$ cat config.mk
export PLATFORM = sky130hd
export DESIGN_NAME = discard_stat_bank
export DESIGN_NICKNAME = d
export VERILOG_FILES = /design/src/rtl/discard_pkg.sv /design/src/rtl/discard_ctrl.sv /design/src/rtl/discard_datapath.sv /design/src/rtl/discard_stat_bank.sv
export SDC_FILE = /design/constraint.sdc
export NUM_CORES = 1
export LEC_CHECK = 0
export ABC_AREA = 1
export BUFFER_PORTS_ARGS = -buffer_cell sky130_fd_sc_hd__buf_2
export CORE_MARGIN = 8
export CORE_UTILIZATION = 45
export CTS_CLUSTER_DIAMETER = 40
export CTS_CLUSTER_SIZE = 28
export DETAILED_ROUTE_END_ITERATION = 8
export MAX_ROUTING_LAYER = met4
export PLACE_DENSITY_LB_ADDON = 0.2
export SYNTH_ARGS = -nofsm -noshare
export SYNTH_HDL_FRONTEND = slang
export SYNTH_SLANG_ARGS = --single-unit
$ cat constraint.sdc
create_clock -name clk -period 2.5 [get_ports clk]
set_input_delay 0.125 -clock clk [delete_from_list [all_inputs] [get_ports clk]]
set_output_delay 0.125 -clock clk [all_outputs]
set_load 0.02 [all_outputs]
$ cat src/rtl/discard_pkg.sv
package discard_pkg;

  // Slot indices; the order is the index used on wrSel.
  localparam int unsigned CAUSE_OVERFLOW  = 0;
  localparam int unsigned CAUSE_LEN_LIMIT = 1;
  localparam int unsigned CAUSE_UNMATCHED = 2;
  localparam int unsigned CAUSE_INACTIVE  = 3;

  // Strobes from control to datapath; at most one is high per cycle.
  typedef struct packed {
    logic clr;      // zero the word
    logic restart;  // load the event, dropping the old total
    logic accum;    // add the event to the total
  } stat_strobe_t;

endpackage

$ cat src/rtl/discard_ctrl.sv
module discard_ctrl
  import discard_pkg::*;
(
  input  logic         clk,
  input  logic         rstN,
  input  logic         evtValid,
  input  logic         wrHit,
  input  logic         wrZero,
  output stat_strobe_t stb,
  output logic         evtPulse
);

  logic clearReq;
  assign clearReq = wrHit && wrZero;

  always_comb begin
    stb         = '0;
    stb.restart = evtValid && clearReq;
    stb.accum   = evtValid && !clearReq;
    stb.clr     = !evtValid && clearReq;
  end

  always_ff @(posedge clk or negedge rstN) begin
    if (!rstN) evtPulse <= 1'b0;
    else       evtPulse <= evtValid;
  end

  AST_PULSE_ON_EVENT: assert property (@(posedge clk) disable iff (!rstN)
    evtValid |=> evtPulse);
  AST_PULSE_IDLE: assert property (@(posedge clk) disable iff (!rstN)
    !evtValid |=> !evtPulse);

endmodule

$ cat src/rtl/discard_datapath.sv
module discard_datapath
  import discard_pkg::*;
#(
  parameter int unsigned IN_AMT_W = 16,
  parameter int unsigned ACC_W    = 24,
  parameter int unsigned DT_W     = 6,
  parameter int unsigned VC_W     = 2,
  localparam int unsigned REG_W   = ACC_W + DT_W + VC_W
) (
  input  logic                clk,
  input  logic                rstN,
  input  stat_strobe_t        stb,
  input  logic [IN_AMT_W-1:0] evtAmount,
  input  logic [DT_W-1:0]     evtDataType,
  input  logic [VC_W-1:0]     evtVirtChan,
  output logic [REG_W-1:0]    regWord
);

  localparam int unsigned SUM_W = ACC_W + 1;
  localparam logic [ACC_W-1:0] AMT_MAX = {ACC_W{1'b1}};

  logic [ACC_W-1:0] amountQ;
  logic [DT_W-1:0]  dtQ;
  logic [VC_W-1:0]  vcQ;
  logic [ACC_W-1:0] amtExt;
  logic [SUM_W-1:0] sumWide;
  logic [ACC_W-1:0] sumSat;

  assign amtExt  = ACC_W'(evtAmount);
  assign sumWide = SUM_W'(amountQ) + SUM_W'(amtExt);
  assign sumSat  = sumWide[ACC_W] ? AMT_MAX : sumWide[ACC_W-1:0];

  always_ff @(posedge clk or negedge rstN) begin
    if (!rstN) begin
      amountQ <= '0;
      dtQ     <= '0;
      vcQ     <= '0;
    end else if (stb.clr) begin
      amountQ <= '0;
      dtQ     <= '0;
      vcQ     <= '0;
    end else if (stb.restart || stb.accum) begin
      amountQ <= stb.restart ? amtExt : sumSat;
      dtQ     <= evtDataType;
      vcQ     <= evtVirtChan;
    end
  end

  assign regWord = {vcQ, dtQ, amountQ};

  AST_NO_WRAP: assert property (@(posedge clk) disable iff (!rstN)
    stb.accum |=> amountQ >= $past(amountQ));
  AST_CAPTURE_TAG: assert property (@(posedge clk) disable iff (!rstN)
    (stb.accum || stb.restart) |=>
      (dtQ == $past(evtDataType)) && (vcQ == $past(evtVirtChan)));
  AST_CLEAR_ZERO: assert property (@(posedge clk) disable iff (!rstN)
    stb.clr |=> regWord == '0);
  AST_RESTART_LOAD: assert property (@(posedge clk) disable iff (!rstN)
    stb.restart |=> amountQ == $past(amtExt));

endmodule

$ cat src/rtl/discard_stat_bank.sv
module discard_stat_bank
  import discard_pkg::*;
#(
  parameter int unsigned NUM_CAUSES = 4,
  parameter int unsigned IN_AMT_W   = 16,
  parameter int unsigned ACC_W      = 24,
  parameter int unsigned DT_W       = 6,
  parameter int unsigned VC_W       = 2,
  localparam int unsigned SEL_W     = (NUM_CAUSES > 1) ? $clog2(NUM_CAUSES) : 1,
  localparam int unsigned REG_W     = ACC_W + DT_W + VC_W
) (
  input  logic                                 clk,
  input  logic                                 rstN,
  input  logic [NUM_CAUSES-1:0]                evtValid,
  input  logic [NUM_CAUSES-1:0][IN_AMT_W-1:0]  evtAmount,
  input  logic [NUM_CAUSES-1:0][DT_W-1:0]      evtDataType,
  input  logic [NUM_CAUSES-1:0][VC_W-1:0]      evtVirtChan,
  input  logic                                 wrEn,
  input  logic [SEL_W-1:0]                     wrSel,
  input  logic [REG_W-1:0]                     wrData,
  output logic [NUM_CAUSES-1:0][REG_W-1:0]     statRegs,
  output logic [NUM_CAUSES-1:0]                statEvent
);

  logic wrZero;
  assign wrZero = (wrData == '0);

  for (genvar gi = 0; gi < NUM_CAUSES; gi++) begin : g_slot
    stat_strobe_t stb;
    logic         wrHit;

    assign wrHit = wrEn && (wrSel == SEL_W'(gi));

    discard_ctrl u_ctrl (
      .clk      (clk),
      .rstN     (rstN),
      .evtValid (evtValid[gi]),
      .wrHit    (wrHit),
      .wrZero   (wrZero),
      .stb      (stb),
      .evtPulse (statEvent[gi])
    );

    discard_datapath #(
      .IN_AMT_W (IN_AMT_W),
      .ACC_W    (ACC_W),
      .DT_W     (DT_W),
      .VC_W     (VC_W)
    ) u_dp (
      .clk         (clk),
      .rstN        (rstN),
      .stb         (stb),
      .evtAmount   (evtAmount[gi]),
      .evtDataType (evtDataType[gi]),
      .evtVirtChan (evtVirtChan[gi]),
      .regWord     (statRegs[gi])
    );

    AST_NONZERO_WRITE_IGNORED: assert property (@(posedge clk) disable iff (!rstN)
      (wrHit && !wrZero && !evtValid[gi]) |=> $stable(statRegs[gi]));
    AST_SLOT_ISOLATION: assert property (@(posedge clk) disable iff (!rstN)
      (!wrHit && !evtValid[gi]) |=> $stable(statRegs[gi]));
  end

endmodule

# Yosys cells after proc, flatten, opt, wreduce, memory -nomap -nowiden
# Index checks and enable logic that the tools add are counted.
totals:
  reg_bits: 132
op_classes:
  add_sub_neg: 4
  eq_ne: 3
  mux: 32
  n_reduce_logical: 38
op_table:
  columns: ["operator", "n"]
  rows:
  - ["24-bit 2-to-1 mux", 16]
  - ["24-bit by 16-bit adder with 25-bit output", 4]
  - ["6-bit 2-to-1 mux", 8]
  - ["32-bit zero test", 1]
  - ["1-bit logical AND", 20]
  - ["2-bit 2-to-1 mux", 8]
  - ["1-bit zero test", 8]
  - ["2-bit nonzero test", 4]
  - ["2-bit == test, second input constant", 2]
  - ["1-bit logical OR", 4]
  - ["2-bit by 1-bit == test with 1-bit output, second input constant", 1]
  - ["2-bit zero test", 1]

# Longest topological paths before layout
# Gate-level depths: netlist of the first run.
logic_depth:
  depth_word: 8
  ltp_mapped: 14
  depth_no_buf: 14

# By module
# From an unflattened synthesis of the first run, not the netlist that was laid out.
unflattened:
  cells_unflattened: 1917
  area_unflattened_um2: 11765.0
modules_own_cells:
  columns: ["mod", "n_inst", "cells_each", "area_each_um2", "seq_area_each_um2"]
  rows:
  - ["discard_datapath (g_slot[0].u_dp ...)", 2, 460, 2855.2, 800.8]
  - ["discard_datapath (g_slot[3].u_dp)", 1, 481, 2922.8, 800.8]
  - ["discard_datapath (g_slot[2].u_dp)", 1, 454, 2803.9, 800.8]
  - ["discard_ctrl", 4, 6, 45.0, 25.0]
  - ["discard_stat_bank", 1, 38, 147.6, 0.0]

# Least setup slack after synthesis of the first run
# OpenSTA, ideal clock, no wires.
synth_path:
  kind: "register to register"
  startpoint: "reg g_slot[3].u_dp.amountQ[0]"
  endpoint: "reg g_slot[3].u_dp.amountQ[10]"
  arrival_ns: 2.145
  setup_slack_ns: 0.231
  stages_incl_launch_ff: 15
  synth_period_minus_slack_ns: 2.269
  path_cell_list: "dfrtp_1 ha_1 fa_1 nand2_1 nand3_1 and2_1 nand2_1 nand2_1 nand2_1 nand2_1 nand2_1 buf_2 o21ai_0 nand2_1 nand3_1"
synth_between:
  elab_chain_cells: 5
synth_rtl:
  columns: ["element", "line_no", "text"]
  rows:
  - ["start, declared", "discard_datapath.sv:22", "logic [ACC_W-1:0] amountQ;"]
  - ["start signal, assigned", "discard_datapath.sv:43", "amountQ <= stb.restart ? amtExt : sumSat;"]
  - ["24-bit by 16-bit adder with 25-bit output", "discard_datapath.sv:30", "assign sumWide = SUM_W'(amountQ) + SUM_W'(amtExt);"]
  - ["24-bit 2-to-1 mux", "discard_datapath.sv:31", "assign sumSat = sumWide[ACC_W] ? AMT_MAX : sumWide[ACC_W-1:0];"]
  - ["24-bit 2-to-1 mux", "discard_datapath.sv:43", null]
  - ["24-bit 2-to-1 mux", "discard_datapath.sv:42", "end else if (stb.restart || stb.accum) begin"]
  - ["24-bit 2-to-1 mux", "discard_datapath.sv:38", "end else if (stb.clr) begin"]
# Every way passes these cells. The select of a mux whose other input is x is not followed.
# A chain may end at the register's enable or synchronous reset.

# Final worst setup path of the first run
layout_path:
  startpoint: "reg g_slot[1].u_dp.amountQ[0]"
  endpoint: "reg g_slot[1].u_dp.amountQ[6]"
layout_between:
  elab_chain_cells: 5
layout_rtl:
  columns: ["element", "line_no"]
  rows:
  - ["start, declared", "discard_datapath.sv:22"]
  - ["start signal, assigned", "discard_datapath.sv:43"]
  - ["24-bit by 16-bit adder with 25-bit output", "discard_datapath.sv:30"]
  - ["24-bit 2-to-1 mux", "discard_datapath.sv:31"]
  - ["24-bit 2-to-1 mux", "discard_datapath.sv:43"]
  - ["24-bit 2-to-1 mux", "discard_datapath.sv:42"]
  - ["24-bit 2-to-1 mux", "discard_datapath.sv:38"]
# Every way passes these cells. The select of a mux whose other input is x is not followed.

==> reports/results.ini, run 1 <==
[timing]
worstMarginPinSlew_ns=0.949
finalSetupTns_ns=0
slew_headroom_pct=36.5
hold_viol_final=0
rsz0062_at_grt=false
slew_violations=0
clock.fmax_ghz=0.429
fin_worst_skew_ns=0.0220
min_period_ns=2.33
setup_viol=0
fin_crit_sh_pct=93.3

[clock_tree]
clk_latency_ns=0.43
cts_tree=done
h-tree-depth=4
clockBufferDepth=2
postCtsSetupRepairBufs=0
cts.reportedPaths.clkPinSlew_ns=0.06
ctsRootBufferMaster=clkbuf_16
cts_buffers=17
clkSinkCount=132

[route]
totalWireLength_um=38400
drc=0
ant_nets=0
drtIter0Drc=733
dr.pass1.iters=5
post_drt_via_cell_ratio=5.10
wire_per_inst_um=15.1
vias=13002

[finish]
finish.utilization_pct=58.4
nets=2408
final_common_cell=nand2_1
post-route-cell-area_mm2=0.0146
mostFrequentLayoutCells=nand2_1 (767), buf_2 (267), inv_1 (255)
syn_to_final_growth_pct=28.4
drive_gt1_share_pct=15.5

[floorplan]
ios=269
core_mm2=0.0250
die_w_um=175
dieArea_mm2=0.0306
start_util_pct=45.5
rows=58
chipHeight_um=175

[critical_path]
ff2ff_path_depth=12
crit_path_end_kind=flop
worstPathMaxFanout=9
crit_start=g_slot[1].u_dp.amountQ[0]
worstPathRequired_ns=2.81
crit_arrival_ns=2.64
max_stage_delay_ns=0.40
cpMostUsedCell=nand2_1
path_class=reg -> reg
cp_slowest_cell=dfrtp_1
regToRegSetupSlack_ns=0.17
startpoint_type=flop
r2r-end=g_slot[1].u_dp.amountQ[6]
r2r-start=g_slot[1].u_dp.amountQ[0]
crit_end=g_slot[1].u_dp.amountQ[6]
crit_path_cell_trace=ha_1 > fa_1 > nand2_1 > nand2_1 > nand3_1 > nand2_1 > nand2_1 > nand2_1 > nand2_2 > nand2_1 > nand2_1 > a21oi_1

[synth]
synth_top_area_cell=dfrtp_1
netlist_area_mm2=0.0114
ys_ff_latch=132
yosysWarnings=0
synth_cell_types=35
syn-instance-count=1849
synth_top_area_share_pct=29.0
synth.avg_cell_area_um2=6.16
yosysSeqAreaShare_pct=29.0
netlist_top_cells_area=dfrtp_1 (29%), nand2_1 (25%), nand3_1 (8.7%)
synth_nets=2054
synth_edf_count=0
synth_flop_cell=dfrtp_1
async_reset_ff_share_pct=100

[pwr]
power_mw=15.2
p_leak_nw=8.44
ir_drop_v=0.000660
power_per_cell_area_mw_per_mm2=1040

[place]
place_congestion=0.982
post_dp_cell_area_mm2=0.0131
dp_hpwl_um=28700
numPortBuffers=268

[run]
drv_cap=0

[grt]
grt_pass1_vias=12923
grt_max_degree=68
track_usage_pct=25.5
antenna_found_initial=4
grt_pass1_wl_um=63400
overflow=0

[run_status]
status=completed

[hold_path]
min_path_type=in -> reg

## metal layers
| layer | routed length [um] | global-route usage [%] | share of wire (%) | up-vias |
|---|---|---|---|---|
| met5 | 0 | - | 0 | - |
| met4 | 1200 | 9.71 | 3.1 | 0 |
| met3 | 2370 | 4.77 | 6.2 | 76 |
| met2 | 17600 | 41.7 | 46 | 444 |
| met1 | 17300 | 31.0 | 45 | 5893 |
| li1 | - | - | - | 6589 |
## sequential cells by signal, indices dropped and copies added (netlist names)
register	flops
g_slot.u_ctrl.evtPulse	4
g_slot.u_dp.amountQ	96
g_slot.u_dp.dtQ	24
g_slot.u_dp.vcQ	8
## cell usage after synthesis, types with 2 or more instances
cell        n
nand3_1   199
buf_6       2
buf_4       6
o22ai_1     4
nand2_2     7
fa_1        4
nor2_1    134
or2_2       2
clkbuf_1   10
nor3_1     17
o21ai_0    43
a22oi_1     6
buf_2      13
a22o_1     32
nor4_1      3
inv_2       6
dfrtp_1   132
nand4_1    37
a21o_1      2
and2_1      7
nand3b_1   13
a21oi_1    42
nand2_1   770
xnor2_1    15
inv_1     255
ha_1       64
nand3_2     3
xor2_1     11
o21bai_1    4
## report_power, final
part	internal, mW	switching, mW
clock network	1.63	1.04
logic	3.21	5.78
registers	2.82	0.722
total	7.65	7.55
## timing repair
item,4_1_cts,5_1_grt
endpoints found under the setup margin,0,57
endpoints found under the hold margin,145,0
resized for setup,0,13
hold buffers,82,0
## cell families (layout without fill, tap and decap cells)
| logic type | count (synthesis) | in the layout | share of synthesized area, % |
|---|---|---|---|
| flops | 132 | 132 | 29.0 |
| compound gates | 134 | 134 | 7.26 |
| xor+xnor | 26 | 26 | 2.00 |
| simple gates | 1195 | 1198 | 43.8 |
| buf+inv | 294 | 658 | 10.2 |
| other cells | 0 | 4 | 0 |
| fa+ha+maj | 68 | 68 | 7.74 |
## worst max-delay path, delay by kind of cell, from the launching register on
kind | cells | cell delay [ns]
and+or+nand+nor | 9 | 1.12
adders and majority gates | 2 | 0.62
DFF | 1 | 0.40
AOI/OAI and AO/OA | 1 | 0.07
## through the flow
step,hold WS (ns),cells,setup WS (ns)
6_report,0.0272,2550,0.168
5_1_grt,0.0278,2550,0.00616
4_1_cts,0.00686,2542,0.0102
3_5_place_dp,0.181,2428,0.00936
3_3_place_gp,0.179,2428,0.137
2_1_floorplan,-0.171,1849,0.231
## final cells by class
type / instances / area [um^2]
antenna: 4 / 10.0
multi-input combinational: 1426 / 7000
inverter: 261 / 980
timing repair buffer: 365 / 2300
tap: 330 / 413
sequential: 132 / 3300
fill: 2495 / 10400
clock inverter: 11 / 151
clock buffer: 21 / 460
## worst min path at each step
stage                             start                          to  slack (ns)  depth (start not counted)
after CTS                   evtValid[2]   g_slot[2].u_ctrl.evtPulse       0.007                          1
after global placement             rstN  g_slot[1].u_dp.amountQ[22]        0.18                          1
final                     evtAmount[28]  g_slot[1].u_dp.amountQ[12]        0.03                          5
after global routing        evtValid[2]   g_slot[2].u_ctrl.evtPulse        0.03                          1
after floorplan                    rstN   g_slot[0].u_ctrl.evtPulse       -0.17                          0
after detailed placement           rstN  g_slot[1].u_dp.amountQ[18]        0.18                          1
No activity file was read; power rests on OpenSTA's default activity.
==> inputs of run 2 (changes only) <==
- CTS_BUF_LIST: unset -> sky130_fd_sc_hd__clkbuf_16
==> run 2 against run 1 <==
  * Setup slack got worse by 0.0034 ns
  * Register-to-register slack hardly changed
  * Clock skew fell by 0.0032 ns
  * Count of clock-buffer cells in the layout down 4
  * Sequential power about the same
  * Die area unchanged
  * Power down 0.43%
  * Sequential share of layout area about the same
  * Wire length is essentially flat
==> reports/results.ini, run 2 (synthesized netlist as in run 1, its figures left out) <==
[route]
vias=12982  ; -0.15%
totalWireLength_um=38400  ; about the same
drc=0  ; unchanged
post_drt_via_cell_ratio=5.09  ; -0.19%
ant_nets=0  ; unchanged
drtIter0Drc=748  ; +2.0%
wire_per_inst_um=15.0  ; -0.11%
dr.pass1.iters=7  ; +2

[clock_tree]
cts.reportedPaths.clkPinSlew_ns=0.06  ; about the same
clkSinkCount=132  ; unchanged
cts_buffers=17  ; unchanged
ctsRootBufferMaster=clkbuf_16
h-tree-depth=4  ; unchanged
clk_latency_ns=0.43  ; about the same
clockBufferDepth=2  ; unchanged
cts_tree=done

[finish]
syn_to_final_growth_pct=28.3  ; about the same
largest_reg_flops=96  ; unchanged
final_common_cell=nand2_1
reg_top3=g_slot.u_dp.amountQ (96), g_slot.u_dp.dtQ (24), g_slot.u_dp.vcQ (8)
regMostFlops=g_slot.u_dp.amountQ
mostFrequentLayoutCells=nand2_1 (767), buf_2 (267), inv_1 (257)
drive_gt1_share_pct=15.5  ; -0.052 points
nets=2409  ; +0.042%

[run]
drv_cap=0  ; unchanged

[floorplan]
dieArea_mm2=0.0306  ; unchanged
core_mm2=0.0250  ; unchanged
start_util_pct=45.5  ; unchanged
chipHeight_um=175  ; unchanged
rows=58  ; unchanged
ios=269  ; unchanged
die_w_um=175  ; unchanged

[pwr]
p_comb_share_pct=59.5  ; +0.4 points
clock_power_share_pct=17.1  ; -0.5 points
ir_drop_v=0.000660  ; about the same
p_switching_mw=7.54  ; -0.10%
swShare_pct=49.8  ; +0.16 points
power_per_cell_area_mw_per_mm2=1040  ; -0.35%
p_int_mw=7.60  ; -0.76%
p_leak_nw=8.45  ; about the same
pwr-share-seq_pct=23.4  ; about the same

[grt]
antenna_found_initial=4  ; unchanged
grt_max_degree=68  ; unchanged
track_usage_pct=25.5  ; about the same
overflow=0  ; unchanged
grt_pass1_vias=12919  ; -0.031%
grt_pass1_wl_um=63400  ; about the same

[critical_path]
crit_arrival_ns=2.64  ; about the same
cp_slowest_cell=dfrtp_1
worst_path_dominant_cell_family=simple AND/OR/NAND/NOR gates
crit_path_cell_trace=ha_1 > fa_1 > nand2_1 > nand2_1 > nand3_1 > nand2_1 > nand2_1 > nand2_1 > nand2_2 > nand2_1 > nand2_1 > a21oi_1
worstPathMaxFanout=9  ; unchanged
ff2ff_path_depth=12  ; unchanged
cp_num_buf_inv=0  ; unchanged
startpoint_type=flop
cpMostUsedCell=nand2_1
worstPathRequired_ns=2.80  ; about the same
regToRegSetupSlack_ns=0.16  ; about the same
path_class=reg -> reg
crit_path_end_kind=flop
r2r-end=g_slot[1].u_dp.amountQ[6]
r2r-start=g_slot[1].u_dp.amountQ[0]
max_stage_delay_ns=0.40  ; about the same

[timing]
setup_viol=0  ; unchanged
worstMarginPinSlew_ns=0.931  ; -0.0178 ns
min_period_ns=2.34  ; +0.00341 ns
rsz0062_at_grt=false
finalSetupTns_ns=0  ; unchanged
slew_violations=0  ; unchanged
fin_hold_ws_ns=0.0310  ; +0.00374 ns
fin_crit_sh_pct=93.4  ; +0.14 points
clock.fmax_ghz=0.428  ; -0.15%
slew_headroom_pct=37.7  ; +1.2 points
fin_worst_skew_ns=0.0189  ; -0.00317 ns
hold_viol_final=0  ; unchanged

[run_status]
status=completed

[hold_path]
holdPathEnd=g_slot[1].u_dp.amountQ[12]
hp-start=evtAmount[28]
hold_depth=5  ; unchanged
min_path_type=in -> reg

[place]
place_congestion=0.982  ; unchanged
numPortBuffers=268  ; unchanged
dp_hpwl_um=28700  ; unchanged

## run 2: changes by cell type in the layout (fill, tap and decap cells not counted), sizes merged
cell	delta
clkinv	+2
clkbuf	-4
buf	+1
inv	+2
## run 2: final cells by class
cell class	instances	area, um^2
fillers	2489	10400
well taps	330	413
diodes	4	10.0
repair buffers	366	2310
clock buffers	17	425
multi-input cells	1426	7000
clock inverters	15	166
flip-flops and latches	132	3300
inverters	261	980
## run 2: power by group through the flow
stage               registers, mW  clock network, mW  logic [mW]
floorplan                    4.23                  0        5.54
global placement             3.53                  0        8.64
detailed placement           3.55                  0        8.74
CTS                          3.53               2.65        8.90
global route                 3.64               2.74        10.2
finish                       3.54               2.60        9.00
## run 2: worst max-delay path by stage
stage | depth (start not counted) | end | slack (ns) | start
finish | 12 | g_slot[1].u_dp.amountQ[6] | 0.16 | g_slot[1].u_dp.amountQ[0]
global route | 12 | g_slot[1].u_dp.amountQ[18] | 0.002 | g_slot[1].u_dp.amountQ[0]
CTS | 12 | g_slot[0].u_dp.amountQ[2] | 0.01 | g_slot[0].u_dp.amountQ[0]
detailed placement | 12 | g_slot[0].u_dp.amountQ[2] | 0.009 | g_slot[0].u_dp.amountQ[0]
global placement | 12 | g_slot[0].u_dp.amountQ[10] | 0.14 | g_slot[0].u_dp.amountQ[0]
floorplan | 14 | g_slot[3].u_dp.amountQ[10] | 0.23 | g_slot[3].u_dp.amountQ[0]
## run 2: layer usage
layer / global-route usage [%] / vias up / share of wire, %
met1: 31.0 / 5899 / 45
met2: 41.8 / 425 / 46
li1: - / 6582 / -
met3: 4.55 / 76 / 5.8
met4: 9.71 / 0 / 3.1
met5: - / - / 0
## run 2: worst register-to-register path: cells and delay by family, from the launching register on
family / cells / cell delay [ns]
flops: 1 / 0.40
simple gates: 9 / 1.13
fa+ha+maj: 2 / 0.62
compound gates: 1 / 0.07
## run 2: stage by stage
| step | power [mW] | instances | worst slack (ns) | util (%) | cell area [um^2] |
|---|---|---|---|---|---|
| after floorplan | 9.77 | 1849 | 0.231 | - | 11400 |
| after global placement | 12.2 | 2428 | 0.137 | 52.3 | 13100 |
| after detailed placement | 12.3 | 2428 | 0.00936 | 52.3 | 13100 |
| after CTS | 15.1 | 2542 | 0.0102 | 57.9 | 14500 |
| after global routing | 16.6 | 2551 | 0.00215 | 58.3 | 14600 |
| final | 15.1 | 2551 | 0.164 | 58.3 | 14600 |
## run 2: what timing repair did
| action | CTS | global route |
|---|---|---|
| buffers inserted | 0 | 1 |
| hold buffers | 82 | 0 |
| hold endpoints to repair | 145 | 0 |
| endpoints found under the setup margin | 0 | 57 |
| gates resized for setup | 0 | 13 |
==> inputs of run 3 (changes only) <==
- clock period: 2.5 -> 3 ns (I/O delays scaled with it)
==> run 3 against run 2 <==
  * Wire length is 0.35% lower
  * Sequential power shrank 16%
  * Cell count fell by 0.78%
  * Maximum frequency shrank 5.7%
  * Critical path type unchanged
  * Largest cell class unchanged
==> reports/results.ini, run 3 (synthesized netlist as in run 1, its figures left out) <==
[timing]
finalSetupTns_ns=0  ; unchanged
fin_crit_sh_pct=82.6  ; -11 points
min_period_ns=2.48  ; +0.141 ns
slew_headroom_pct=31.1  ; -6.6 points
clock.fmax_ghz=0.404  ; -5.7%
fin_worst_skew_ns=0.0185  ; -0.000384 ns
hold_viol_final=0  ; unchanged
rsz0062_at_grt=false
setup_viol=0  ; unchanged
worstMarginPinSlew_ns=1.03  ; +0.102 ns
slew_violations=0  ; unchanged

[route]
drtIter0Drc=825  ; +10%
drc=0  ; unchanged
vias=12906  ; -0.59%
totalWireLength_um=38200  ; -0.35%
post_drt_via_cell_ratio=5.10  ; +0.20%
wire_per_inst_um=15.1  ; +0.43%
ant_nets=0  ; unchanged
dr.pass1.iters=5  ; -2

[grt]
track_usage_pct=25.4  ; -0.092 points
antenna_found_initial=2  ; -2
overflow=0  ; unchanged
grt_pass1_wl_um=62500  ; -1.3%
grt_max_degree=64  ; -5.9%
grt_pass1_vias=12505  ; -3.2%

[critical_path]
cp_num_buf_inv=0  ; unchanged
regToRegSetupSlack_ns=0.52  ; +0.36 ns
cpMostUsedCell=nand2_1
crit_path_cell_trace=ha_1 > fa_1 > nand2_1 > nand3_1 > nand3_1 > nand2_1 > nand2_1 > nand3_2 > nand2_2 > o21ai_0 > nand2_1 > nand3_1
r2r-start=g_slot[0].u_dp.amountQ[0]
crit_path_end_kind=flop
max_stage_delay_ns=0.39  ; about the same
startpoint_type=flop
cp_slowest_cell=dfrtp_1
crit_arrival_ns=2.79  ; +0.15 ns
ff2ff_path_depth=12  ; unchanged
worstPathRequired_ns=3.31  ; +0.51 ns
r2r-end=g_slot[0].u_dp.amountQ[2]
path_class=reg -> reg
worst_path_dominant_cell_family=simple AND/OR/NAND/NOR gates
worstPathMaxFanout=18  ; +9

[run_status]
status=completed

[finish]
regMostFlops=g_slot.u_dp.amountQ
final_common_cell=nand2_1
nets=2392  ; -0.71%
post-route-cell-area_mm2=0.0144  ; -1.4%
largest_reg_flops=96  ; unchanged
syn_to_final_growth_pct=26.5
drive_gt1_share_pct=14.8  ; -0.69 points
mostFrequentLayoutCells=nand2_1 (770), buf_2 (267), inv_1 (256)
reg_top3=g_slot.u_dp.amountQ (96), g_slot.u_dp.dtQ (24), g_slot.u_dp.vcQ (8)

[floorplan]
die_w_um=175  ; unchanged
core_mm2=0.0250  ; unchanged
rows=58  ; unchanged
ios=269  ; unchanged
start_util_pct=45.5  ; unchanged
chipHeight_um=175  ; unchanged
dieArea_mm2=0.0306  ; unchanged

[place]
numPortBuffers=268  ; unchanged
dp_hpwl_um=29000  ; +0.92%
place_congestion=0.929  ; -5.4%
post_dp_cell_area_mm2=0.0130  ; -0.52%

[hold_path]
hold_depth=1  ; -4
min_path_type=in -> reg
hp-start=evtValid[1]
holdPathEnd=g_slot[1].u_ctrl.evtPulse

[clock_tree]
clk_latency_ns=0.43  ; about the same
clkSinkCount=132  ; unchanged
ctsRootBufferMaster=clkbuf_16
cts_buffers=17  ; unchanged
cts_tree=done
cts.reportedPaths.clkPinSlew_ns=0.06  ; about the same
clockBufferDepth=2  ; unchanged
ctsResizeCount=0  ; unchanged
h-tree-depth=4  ; unchanged

[pwr]
power_per_cell_area_mw_per_mm2=870  ; -16%
ir_drop_v=0.000463  ; -30%
p_leak_nw=8.33  ; -1.4%

[run]
drv_cap=0  ; unchanged

## run 3: changes by cell type in the layout (fill, tap and decap cells not counted), sizes merged
cell | previous run | this run
clkinvlp | 1 | 2
clkinv | 8 | 7
diode | 4 | 2
buf | 283 | 273
nand2 | 780 | 777
clkbuf | 18 | 17
dlygate4sd3 | 82 | 79
inv | 264 | 263
## run 3: power by group
group          internal [mW]  switching, mW  total [mW]
registers               2.35          0.609        2.96
logic                   2.64           4.76        7.40
clock network           1.30          0.880        2.18
total                   6.28           6.25        12.5
## run 3: per-layer routing
layer,vias to the layer above,GRT usage (%),wire length (um)
met5,-,-,0
met4,0,6.99,639
met3,49,4.47,1990
met2,379,42.2,18200
met1,5918,31.4,17400
li1,6560,-,-
## run 3: cell type report
cell class	instances	area, um^2
fillers	2530	10600
multi-input cells	1423	6930
flip-flops and latches	132	3300
repair buffers	352	2190
inverters	261	980
clock buffers	17	425
well taps	330	413
clock inverters	14	164
diodes	2	5.00
## run 3: repair_timing
action,4_1_cts,5_1_grt
hold buffers,79,0
setup buffers,0,0
endpoints found under the hold margin,139,0
## run 3: worst max path at each step
stage / cells past startpoint / startpoint / to / slack (ns)
global placement: 12 / g_slot[0].u_dp.amountQ[0] / g_slot[0].u_dp.amountQ[10] / 0.62
detailed placement: 12 / g_slot[0].u_dp.amountQ[0] / g_slot[0].u_dp.amountQ[2] / 0.54
CTS: 12 / g_slot[0].u_dp.amountQ[0] / g_slot[0].u_dp.amountQ[2] / 0.54
finish: 12 / g_slot[0].u_dp.amountQ[0] / g_slot[0].u_dp.amountQ[2] / 0.52
floorplan: 14 / g_slot[3].u_dp.amountQ[0] / g_slot[3].u_dp.amountQ[10] / 0.73
global route: 12 / g_slot[0].u_dp.amountQ[0] / g_slot[0].u_dp.amountQ[2] / 0.26
## run 3: metrics by stage
| step | setup slack, ns | hold WS (ns) | utilization (%) | instances | total power [mW] |
|---|---|---|---|---|---|
| after floorplan | 0.731 | -0.146 | - | 1849 | 8.14 |
| after global placement | 0.621 | 0.183 | 52.0 | 2419 | 10.1 |
| after detailed placement | 0.541 | 0.190 | 52.0 | 2419 | 10.2 |
| after CTS | 0.539 | 0.00288 | 57.5 | 2529 | 12.5 |
| after global routing | 0.256 | 0.0136 | 57.5 | 2531 | 13.7 |
| final | 0.523 | 0.0241 | 57.5 | 2531 | 12.5 |
